**src/rtl/rr_pkg.sv**
```systemverilog
package rr_pkg;
    // Default geometry of the raster and of the rectangle list
    parameter int RR_RECTS  = 64;
    parameter int RR_COLS   = 640;
    parameter int RR_ROWS   = 480;
    parameter int RR_COORDW = 10;
    parameter int RR_COLW   = 16;

    // Pipeline registers: hit capture, one per tree level, colour stage
    function automatic int rr_latency(input int rects);
        return $clog2(rects) + 2;
    endfunction
endpackage

```
**src/rtl/rr_mask_store.sv**
```systemverilog
module rr_mask_store
    import rr_pkg::*;
#(
    parameter int N      = RR_RECTS,
    parameter int COLS   = RR_COLS,
    parameter int ROWS   = RR_ROWS,
    parameter int CW     = RR_COORDW,
    localparam int IDXW  = $clog2(N)
) (
    input  logic            clk,
    input  logic            rst_n,
    input  logic            clear,
    input  logic            ld_en,
    input  logic [IDXW-1:0] ld_idx,
    input  logic [CW-1:0]   ld_left,
    input  logic [CW-1:0]   ld_right,
    input  logic [CW-1:0]   ld_top,
    input  logic [CW-1:0]   ld_bottom,
    input  logic [CW-1:0]   pix_x,
    input  logic [CW-1:0]   pix_y,
    input  logic            pix_de,
    output logic [N-1:0]    hit,
    output logic            hit_de
);
    localparam logic [CW-1:0] COL_LIM = CW'(COLS);
    localparam logic [CW-1:0] ROW_LIM = CW'(ROWS);

    typedef struct packed {
        logic [N-1:0] hit;
        logic         de;
    } probe_t;

    logic [N-1:0] col_d [COLS];
    logic [N-1:0] col_q [COLS];
    logic [N-1:0] row_d [ROWS];
    logic [N-1:0] row_q [ROWS];
    probe_t       pr_d, pr_q;

    // Next state of the coverage masks: clear first, then apply the load
    always_comb begin
        for (int c = 0; c < COLS; c++) begin
            col_d[c] = clear ? '0 : col_q[c];
            if (ld_en)
                col_d[c][ld_idx] = (CW'(c) >= ld_left) && (CW'(c) < ld_right);
        end
        for (int r = 0; r < ROWS; r++) begin
            row_d[r] = clear ? '0 : row_q[r];
            if (ld_en)
                row_d[r][ld_idx] = (CW'(r) >= ld_top) && (CW'(r) < ld_bottom);
        end
    end

    // Per-pixel hit vector: column mask AND row mask
    always_comb begin
        pr_d.de  = pix_de;
        pr_d.hit = '0;
        if ((pix_x < COL_LIM) && (pix_y < ROW_LIM))
            pr_d.hit = col_q[pix_x] & row_q[pix_y];
    end

    always_ff @(posedge clk or negedge rst_n) begin
        if (!rst_n) begin
            for (int c = 0; c < COLS; c++) col_q[c] <= '0;
            for (int r = 0; r < ROWS; r++) row_q[r] <= '0;
            pr_q <= '0;
        end else begin
            for (int c = 0; c < COLS; c++) col_q[c] <= col_d[c];
            for (int r = 0; r < ROWS; r++) row_q[r] <= row_d[r];
            pr_q <= pr_d;
        end
    end

    assign hit    = pr_q.hit;
    assign hit_de = pr_q.de;
endmodule

```
**src/rtl/rr_pick_tree.sv**
```systemverilog
module rr_pick_tree
    import rr_pkg::*;
#(
    parameter int N      = RR_RECTS,
    localparam int IDXW  = $clog2(N),
    localparam int LVLS  = IDXW
) (
    input  logic            clk,
    input  logic            rst_n,
    input  logic [N-1:0]    hit,
    input  logic            de_in,
    output logic            win_valid,
    output logic [IDXW-1:0] win_idx,
    output logic            de_out
);
    typedef struct packed {
        logic            v;
        logic [IDXW-1:0] idx;
    } node_t;

    // Heap layout: node j has children 2j and 2j+1; positions N..2N-1 are leaves
    node_t           node_d [N];
    node_t           node_q [N];
    logic [LVLS-1:0] de_d, de_q;

    always_comb begin
        node_t lo, hi;
        node_d[0] = '0;
        for (int j = 1; j < N; j++) begin
            if (2 * j >= N) begin
                lo.v   = hit[IDXW'(2 * j - N)];
                lo.idx = IDXW'(2 * j - N);
                hi.v   = hit[IDXW'(2 * j + 1 - N)];
                hi.idx = IDXW'(2 * j + 1 - N);
            end else begin
                lo = node_q[IDXW'(2 * j)];
                hi = node_q[IDXW'(2 * j + 1)];
            end
            // higher index wins when it is present
            node_d[j] = hi.v ? hi : lo;
        end
        de_d = {de_q[LVLS-2:0], de_in};
    end

    always_ff @(posedge clk or negedge rst_n) begin
        if (!rst_n) begin
            for (int j = 0; j < N; j++) node_q[j] <= '0;
            de_q <= '0;
        end else begin
            for (int j = 0; j < N; j++) node_q[j] <= node_d[j];
            de_q <= de_d;
        end
    end

    assign win_valid = node_q[1].v;
    assign win_idx   = node_q[1].idx;
    assign de_out    = de_q[LVLS-1];
endmodule

```
**src/rtl/rr_colour_out.sv**
```systemverilog
module rr_colour_out
    import rr_pkg::*;
#(
    parameter int N      = RR_RECTS,
    parameter int COLW   = RR_COLW,
    localparam int IDXW  = $clog2(N)
) (
    input  logic            clk,
    input  logic            rst_n,
    input  logic            ld_en,
    input  logic [IDXW-1:0] ld_idx,
    input  logic [COLW-1:0] ld_colour,
    input  logic [COLW-1:0] bg_colour,
    input  logic            win_valid,
    input  logic [IDXW-1:0] win_idx,
    input  logic            win_de,
    output logic [COLW-1:0] rgb,
    output logic            de
);
    typedef struct packed {
        logic [COLW-1:0] rgb;
        logic            de;
    } pix_t;

    logic [COLW-1:0] pal_d [N];
    logic [COLW-1:0] pal_q [N];
    pix_t            px_d, px_q;

    always_comb begin
        for (int i = 0; i < N; i++) pal_d[i] = pal_q[i];
        if (ld_en) pal_d[ld_idx] = ld_colour;

        px_d.de = win_de;
        if (!win_de)
            px_d.rgb = '0;
        else if (win_valid)
            px_d.rgb = pal_q[win_idx];
        else
            px_d.rgb = bg_colour;
    end

    always_ff @(posedge clk or negedge rst_n) begin
        if (!rst_n) begin
            for (int i = 0; i < N; i++) pal_q[i] <= '0;
            px_q <= '0;
        end else begin
            for (int i = 0; i < N; i++) pal_q[i] <= pal_d[i];
            px_q <= px_d;
        end
    end

    assign rgb = px_q.rgb;
    assign de  = px_q.de;
endmodule

```
**src/rtl/rect_raster.sv**
```systemverilog
module rect_raster
    import rr_pkg::*;
#(
    parameter int N      = RR_RECTS,
    parameter int COLS   = RR_COLS,
    parameter int ROWS   = RR_ROWS,
    parameter int CW     = RR_COORDW,
    parameter int COLW   = RR_COLW,
    localparam int IDXW  = $clog2(N)
) (
    input  logic            clk,
    input  logic            rst_n,
    input  logic            frame_clear,
    input  logic            ld_en,
    input  logic [IDXW-1:0] ld_idx,
    input  logic [CW-1:0]   ld_left,
    input  logic [CW-1:0]   ld_right,
    input  logic [CW-1:0]   ld_top,
    input  logic [CW-1:0]   ld_bottom,
    input  logic [COLW-1:0] ld_colour,
    input  logic [COLW-1:0] bg_colour,
    input  logic [CW-1:0]   pix_x,
    input  logic [CW-1:0]   pix_y,
    input  logic            pix_de,
    output logic [COLW-1:0] rgb_out,
    output logic            de_out
);
    logic [N-1:0]    hit;
    logic            hit_de;
    logic            win_valid;
    logic [IDXW-1:0] win_idx;
    logic            win_de;

    rr_mask_store #(.N(N), .COLS(COLS), .ROWS(ROWS), .CW(CW)) u_masks (
        .clk      (clk),
        .rst_n    (rst_n),
        .clear    (frame_clear),
        .ld_en    (ld_en),
        .ld_idx   (ld_idx),
        .ld_left  (ld_left),
        .ld_right (ld_right),
        .ld_top   (ld_top),
        .ld_bottom(ld_bottom),
        .pix_x    (pix_x),
        .pix_y    (pix_y),
        .pix_de   (pix_de),
        .hit      (hit),
        .hit_de   (hit_de)
    );

    rr_pick_tree #(.N(N)) u_tree (
        .clk      (clk),
        .rst_n    (rst_n),
        .hit      (hit),
        .de_in    (hit_de),
        .win_valid(win_valid),
        .win_idx  (win_idx),
        .de_out   (win_de)
    );

    rr_colour_out #(.N(N), .COLW(COLW)) u_out (
        .clk      (clk),
        .rst_n    (rst_n),
        .ld_en    (ld_en),
        .ld_idx   (ld_idx),
        .ld_colour(ld_colour),
        .bg_colour(bg_colour),
        .win_valid(win_valid),
        .win_idx  (win_idx),
        .win_de   (win_de),
        .rgb      (rgb_out),
        .de       (de_out)
    );
endmodule

```
**config.mk**
```make
export PLATFORM = sky130hd
export DESIGN_NAME = rect_raster
export DESIGN_NICKNAME = d
export VERILOG_FILES = /design/src/rtl/rr_pkg.sv /design/src/rtl/rr_mask_store.sv /design/src/rtl/rr_pick_tree.sv /design/src/rtl/rr_colour_out.sv /design/src/rtl/rect_raster.sv
export SDC_FILE = /design/constraint.sdc
export NUM_CORES = 1
export LEC_CHECK = 0
export BUFFER_PORTS_ARGS = -buffer_cell sky130_fd_sc_hd__buf_2
export CORE_UTILIZATION = 28
export CTS_BUF_LIST = sky130_fd_sc_hd__clkbuf_8
export DETAILED_ROUTE_END_ITERATION = 8
export PLACE_DENSITY = 0.92
export SLEW_MARGIN = 20
export SYNTH_ARGS = -nofsm -noshare
export SYNTH_HDL_FRONTEND = slang
export SYNTH_SLANG_ARGS = --single-unit
export TNS_END_PERCENT = 10
```
**constraint.sdc**
```tcl
create_clock -name clk -period 1.11 [get_ports clk]
set_input_delay 0.222 -clock clk [delete_from_list [all_inputs] [get_ports clk]]
set_output_delay 0.222 -clock clk [all_outputs]
set_load 0.01 [all_outputs]
```
## Word level (Yosys, flattened, before mapping)

Index checks and enable logic that the tools add are counted.
Widths: inputs -> output; s select.

- Muxes and demuxes: 1

Operators by type and width:

| operator | count |
|---|---|
| $mux 16 | 1 |

- Register bits after elaboration: 24
- Bits of input ports: 103
- Output and inout port bits: 17
- Logic and storage cells: 5

## Depth between registers and ports, before layout

Gate-level depths: netlist of the first run.

- Word-level depth: 1
- Depth in mapped cells: 2
- Gate-level depth less buffers: 1

## By module

From an unflattened synthesis of the first run, not the netlist that was laid out.

- Cells, all modules: 292,174
- Area total of the unflattened synthesis: 3,446,265.2 sq um

Modules (own cells, without submodules):

| module | instances | cells an instance | area each (sq um) | seq. area each (sq um) |
|---|---|---|---|---|
| rr_mask_store | 1 | 288,913 | 3,398,494.4 | 1,795,346.9 |
| rr_colour_out | 1 | 3,247 | 47,564.4 | 26,050.0 |
| rr_pick_tree | 1 | 14 | 206.4 | 150.1 |

## Least setup slack after synthesis of the first run

Ideal clock, no wire load.

- Path kind: register to register
- Start point: register u_tree.de_q[5]
- End point: register u_out.px_q (netlist bit u_out.rgb[0])
- Library setup time: 120 ps
- Arrival: 689 ps
- Data required time: 990 ps
- Slack: 301 ps
- Stages on the path, launching flop included: 3
- Path buffers: 1
- Clock period less this slack: 809 ps
- Cells stage by stage: dfrtp_1 > buf_6 > and2_2

RTL lines:

| item | line | source |
|---|---|---|
| start: declaration | rr_pick_tree.sv:24 | `logic [LVLS-1:0] de_d, de_q;` |
| start signal: assignment | rr_pick_tree.sv:48 | `de_q <= '0;` |
| start signal: assignment | rr_pick_tree.sv:51 | `de_q <= de_d;` |
| end signal: assignment | rr_colour_out.sv:48 | `px_q <= px_d;` |
| end: declaration | rr_colour_out.sv:27 | `pix_t px_d, px_q;` |

## Worst setup path in the final report of the first run

- Start point: register u_out.px_q (netlist bit u_out.rgb[8])
- End point: output port rgb_out[8]

RTL lines:

| item | line | source |
|---|---|---|
| end: declaration | rect_raster.sv:25 | `output logic [COLW-1:0] rgb_out,` |

No word-level cell between the ends.

==> summary.md, run 1 <==
| Metric | Value |
|---|---|
| FF-to-FF path depth | `1` |
| Layout fillers | `approximately 240` |
| Post-synth cell types | `4` |
| Syn avg cell area | `around 18 µm²` |
| Pleak | `about 0.54 nW` |
| Share of the synthesized area in the top cell type | `slightly above 80%` |
| Syn Nets | `144` |
| RSZ-0062 raised after global routing | `false` |
| Crit path DAT | `between 0.7 and 0.8 ns` |
| H-tree levels | `1` |
| Leading area contributor after synthesis | `dfrtp_1` |
| Max-slew headroom | `around two thirds` |
| Final HPWL DP | `962.8 µm` |
| Die Area | `0.002804 mm²` |
| Finished Core Util | `41.13%` |
| Ports | `between 100 and 150` |
| Clock share of power | `41.0%` |
| DR WL/cell | `11.54 µm` |
| Cell Chain, Critical Path | `buf_2` |
| Cts repair resizes | `0` |
| Chip height | `~53 µm` |
| GRT Total Usage | `approximately 10%` |
| Flop2flop setup slack | `0.20 ns` |
| Yosys warning count | `0` |
| Post-synthesis cell area | `726.9 µm²` |
| Hold endpoint | `u_masks.hit_de` |
| Final setup margin | `about 0.12 ns` |
| Max Cap Viol | `0` |
| CP Capture Type | `primary output` |
| CP Max Fanout | `1` |
| Hold Path Class | `in -> reg` |
| Tcrit/Tclk final | `89.36%` |
| Root buffer cell | `clkbuf_8` |
| TNS Setup | `0 ns` |
| Worst-path clk slew | `0.08 ns` |
| PwrDens | `1770 mW/mm²` |
| Initial Util | `29.61%` |
| Ant diodes | `0` |
| First-pass GRT wire length | `approximately 1.9 mm` |
| Worst setup SP type | `register` |
| Vias in the first global route | `between 400 and 500` |
| Worst Path Required | `0.89 ns` |
| Final Wtd Congestion | `about 0.62` |
| Core area | `0.002455 mm²` |
| Final std cells w/o fill | `110` |
| Skew-Pair Late Insertion Delay | `~0.26 ns` |
| Slowest-stage cell, CP | `dfrtp_1` |
| Area delta synth->final | `38.90%` |
| Placed cells | `between 100 and 150` |
| Comb pwr share | `between 6 and 7%` |
| DRC | `0` |
| Final Hold Viols | `0` |
| Switch share | `between 10% and 20%` |
| Bufs on Longest Clock Path | `2` |
| CP max stage delay | `~0.37 ns` |
| Net switching power | `0.0003244 W` |
| Final setup viols | `0` |
| Total CTS buffers | `3` |
| Via total after detailed routing | `approximately 420` |
| Peak VDD IR | `approximately 0.0011 V` |
| Worst r2r src | `u_tree.de_q[5]` |
| Hold Crit Depth | `1` |
| Internal Power | `roughly 0.0015 W` |
| CP Buf/Inv Count | `1` |
| Share of layout cells above drive strength 1 | `a little under two thirds` |
| Sequential Power Share | `between 50% and 60%` |
| Tmin final | `roughly 0.99 ns` |
| Part of the Yosys area used for sequential elements | `between 80% and 90%` |
| Initial antenna violation count | `0` |
| TritonCTS Sinks | `24` |
| Critical path's top delay family | `flip-flops` |
| Drt pass-1 iters | `4` |
| Die width | `roughly 53 µm` |
| Worst slew pin tran | `0.5119 ns` |
| GRT Residual Overflow | `0` |
| FF-to-FF End | `u_out.rgb[9]` |
| Fin nets | `184` |
| Outcome | `completed` |
| Post-Syn Instances | `41` |
| Routed Antenna Nets | `0` |
| #FFs+latches synth | `24` |
| Final Slew Violations | `0` |
| Routed WL | `1.269 mm` |
| Layout Skew | `a little under 0.006 ns` |
| DP Worst Slack | `a little under 0.2 ns` |
| Vias/cell | `about 3.9` |
| Synth top area cells | `dfrtp_1 (83%), and2_2 (12%), and2_1 (3.4%)` |
| Max frequency | `1008 MHz` |
| Pin count of the biggest net entering global routing | `25` |
| Row count | `18` |
| Port Buffers | `35` |
| Initial DRC count | `6` |
| CTS tree | `built` |
| Worst Setup Path Type | `reg -> out` |
| Hold_sp | `pix_de` |
==> layout make-up <==
class	count	area, µm²	share of cell area [%]
Sequential cell	24	600.6	59.48
Timing Repair Buffer	36	185.2	18.34
Multi-Input combinational cell	16	115.1	11.40
Clock buffer	3	41.29	4.089
Tap cell	30	37.54	3.717
Clock inverter	1	30.03	2.974
==> power by group through the flow <==
stage               registers (W)   logic, W  clock network, W
floorplan                0.000965  0.0000291                 0
global placement         0.000949   0.000118                 0
detailed placement       0.000953   0.000121                 0
CTS                      0.000936   0.000124          0.000765
global route             0.000939   0.000135          0.000802
finish                   0.000934   0.000121          0.000732
==> synth_stat cells, drive strengths merged <==
master and count:
dfrtp 24, and2 16, buf 1
==> per-layer routing <==
layer  part of all wire (%)  vias to the layer above  GRT usage [%]  wire length (µm)
li1                       -                      200              -                 -
met1                     39                      204          10.62               496
met2                     55                       20          17.30               704
met3                    5.4                        0          4.310                69
met4                      0                        0          3.947                 0
met5                      0                        -              0                 0
==> cells by family after synthesis <==
| group | synth area share, % |
|---|---|
| buffers and inverters | 1.549 |
| flip-flops | 82.62 |
| AND/OR/NAND/NOR | 15.83 |
==> flip-flops by register name (all words and copies together) (netlist names) <==
| name | flops |
|---|---|
| u_out.rgb | 16 |
| u_tree.de_q | 6 |
| u_masks.hit_de | 1 |
| u_out.de | 1 |
==> stage by stage <==
| stage | total power, W | area (µm²) | hold WS [ns] |
|---|---|---|---|
| 6_report | 0.001787 | 1010 | 0.06832 |
| 5_1_grt | 0.001876 | 1010 | 0.04847 |
| 4_1_cts | 0.001825 | 1010 | 0.05929 |
| 3_5_place_dp | 0.001075 | 928.4 | 0.2255 |
| 3_3_place_gp | 0.001067 | 928.4 | 0.1996 |
| 2_1_floorplan | 0.0009941 | 726.9 | -0.07359 |
==> what timing repair did <==
item | CTS | global route
setup buffers | 0 | 0
endpoints found under the hold margin | 24 | 0
hold buffers | 1 | 0
==> cell usage in the layout (no fill, tap or decap) <==
master         count
buf_2             35
dfrtp_1           24
and2_2            12
and2_1             4
clkbuf_8           3
bufinv_16          1
dlygate4sd3_1      1
==> worst max path at each step <==
stage	from	endpoint	slack, ns	cells after the start
after global routing	u_out.rgb[10]	rgb_out[10]	0.08	1
after floorplan	u_tree.de_q[5]	u_out.rgb[0]	0.30	2
after detailed placement	u_tree.de_q[5]	u_out.rgb[9]	0.20	1
final	u_out.rgb[8]	rgb_out[8]	0.12	1
after global placement	u_tree.de_q[5]	u_out.rgb[9]	0.25	1
after CTS	u_out.rgb[8]	rgb_out[8]	0.1	1
(Power assumes the default switching activity.)
==> inputs of run 2 (changes only) <==
Settings changed: ABC_AREA from default to 1, CORE_UTILIZATION 28 to 29.
==> summary.md, run 2 <==
| Metric | Value |
|---|---|
| Outcome | `completed` |
| Ys async rst share | `100.0%` |
| Initial antenna violation count | `0` |
| Cell Chain, Critical Path | `buf_2` |
| Worst-path clk slew | `approximately 0.080 ns` |
| Final Slew Violations | `0` |
| Worst slew pin tran | `~0.50 ns` |
| Post-CTS setup buffers | `0` |
| Vias in the first global route | `~500` |
| Syn Nets | `approximately 160` |
| Skew-Pair Late Insertion Delay | `around 0.26 ns` |
| Main flop type after synthesis | `dfrtp_1` |
| Worst setup SP type | `register` |
| Hold_sp | `pix_de` |
| Levels on crit path | `1` |
| DRC | `0` |
| Post-Syn Instances | `between 50 and 60` |
| RSZ-0062 raised after global routing | `false` |
| Tmin final | `0.9903 ns` |
| Worst Setup Path Type | `reg -> out` |
| Final instance area | `just over 0.001 mm²` |
| Drt pass-1 iters | `2` |
| PwrDens | `between 1500 and 2000 mW/mm²` |
| Share of the synthesized area in the top cell type | `78.56%` |
| Via total after detailed routing | `~480` |
| Vias/cell | `3.764` |
| Area after DPL | `around 950 µm²` |
| Area delta synth->final | `33.22%` |
| Largest register FFs | `16` |
| Synth cell count leaders | `dfrtp_1 (24), inv_1 (16), nand2_1 (11)` |
| Die Area | `roughly 0.0028 mm²` |
| Core area | `around 0.0025 mm²` |
| Pin count of the biggest net entering global routing | `25` |
| CP max stage delay | `between 0.3 and 0.4 ns` |
| Slowest-stage cell, CP | `dfrtp_1` |
| FF-to-FF path depth | `3` |
| Initial DRC count | `1` |
| EDFF count, synth | `0` |
| H-tree levels | `1` |
| Pleak | `roughly 0.65 nW` |
| TritonCTS Sinks | `24` |
| CP Buf/Inv Count | `1` |
| Hold Crit Depth | `1` |
| Total CTS buffers | `3` |
| Busiest layer in global routing | `met2` |
| Final Wtd Congestion | `between 0.6 and 0.7` |
| Ant diodes | `0` |
| WHS | `~0.068 ns` |
| Yosys warning count | `0` |
| Initial Util | `a little under a third` |
| Post-synthesis cell area | `between 700 and 800 µm²` |
| Share of layout cells above drive strength 1 | `46.39%` |
| Crit path DAT | `0.77 ns` |
| Routed WL | `1.272 mm` |
| Crit. Startpoint | `u_out.rgb[4]` |
| Fin nets | `201` |
| Root buffer cell | `clkbuf_8` |
| Layout Skew | `roughly 0.0018 ns` |
| Worst r2r src | `u_tree.de_q[5]` |
| TNS Setup | `0 ns` |
| Max-slew headroom | `between 60% and 70%` |
| Met2 Resource Use GR | `17.08%` |
| Critical path's top delay family | `flip-flops` |
| Port Buffers | `35` |
| Synth top area cells | `dfrtp_1 (79%), inv_1 (7.9%), nand2_1 (5.4%)` |
| Post-synth cell types | `6` |
| Max frequency | `between 1000 and 1500 MHz` |
| Bufs on Longest Clock Path | `2` |
| CTS tree | `built` |
| Die width | `between 50 and 60 µm` |
| Hold Path Class | `in -> reg` |
| CP Capture Type | `primary output` |
| Ports | `120` |
| Peak VDD IR | `0.0009726 V` |
| Row count | `18` |
| Final Hold Viols | `0` |
| Layout fillers | `between 200 and 300` |
| Part of the Yosys area used for sequential elements | `78.56%` |
| GRT Total Usage | `10.67%` |
| DR WL/cell | `10.02 µm` |
| Max Cap Viol | `0` |
| Final HPWL DP | `974.5 µm` |
| GR Util met1 | `11.23%` |
| First-pass GRT wire length | `roughly 2.1 mm` |
| Syn avg cell area | `roughly 13 µm²` |
| #FFs+latches synth | `24` |
| Leading area contributor after synthesis | `dfrtp_1` |
| Commonest non-fill, non-tap cells in the layout | `buf_2 (35), dfrtp_1 (24), inv_1 (16), nand2_1 (11), nand2_2 (5)` |
| CP Max Fanout | `1` |
| GRT Residual Overflow | `0` |
| Routed Antenna Nets | `0` |
| Tcrit/Tclk final | `about nine tenths` |
| Worst Path Required | `~0.89 ns` |
| Most common cell after layout, fill and taps aside | `buf_2` |
| Met3 Track Usage GR | `4.885%` |
| Final setup viols | `0` |
| Chip height | `~53 µm` |
| Most frequent cell after synthesis | `dfrtp_1` |
run 2: area by class of cell:
| cell class | instances | area (µm²) | share of cell area [%] |
|---|---|---|---|
| Tap cell | 30 | 37.54 | 3.685 |
| Clock buffer | 4 | 55.05 | 5.405 |
| Multi-Input combinational cell | 16 | 72.57 | 7.125 |
| Timing Repair Buffer | 37 | 192.7 | 18.92 |
| Sequential cell | 24 | 600.6 | 58.97 |
| Inverter | 16 | 60.06 | 5.897 |
run 2: what timing repair did:
| item | 4_1_cts | 5_1_grt |
|---|---|---|
| endpoints found under the setup margin | 0 | 0 |
| resized for setup | 0 | 0 |
| hold buffers | 1 | 0 |
| endpoints found under the hold margin | 24 | 0 |
run 2: layer usage:
| metal | vias up | wire length (µm) |
|---|---|---|
| met5 | - | 0 |
| met3 | 2 | 130 |
| met2 | 24 | 654 |
| met4 | 0 | 16 |
| li1 | 233 | - |
| met1 | 219 | 470 |
run 2: path summary, 6_finish.rpt:
check,slack (ns),to
setup / recovery,0.12,rgb_out[4]
max in group asynchronous,0.31,u_out.de
hold / removal,0.07,u_masks.hit_de
min in group asynchronous,0.46,u_out.rgb[4]
setup reg to reg,0.33,u_out.rgb[9]
hold reg to reg,0.35,u_tree.de_q[5]
run 2: logic make-up (layout without fill, tap and decap cells):
group / Yosys count / after routing / share of synthesized area, %
buffers and inverters: 18 / 57 / 11.95
and+or+nand+nor: 16 / 16 / 9.493
DFF: 24 / 24 / 78.56
run 2: where the power goes:
part / internal, W / total, W / switching (W)
logic: 0.0000593 / 0.000137 / 0.0000777
clock network: 0.000316 / 0.000563 / 0.000247
registers: 0.000917 / 0.000927 / 0.0000103
run 2: stage by stage:
step	power, W	util [%]	setup slack (ns)	cells
floorplan	0.001005	-	0.3024	58
global placement	0.001077	38.48	0.3469	122
detailed placement	0.001084	38.48	0.3345	122
CTS	0.001660	41.11	0.1058	127
global route	0.001711	41.11	0.07737	127
finish	0.001627	41.11	0.1197	127
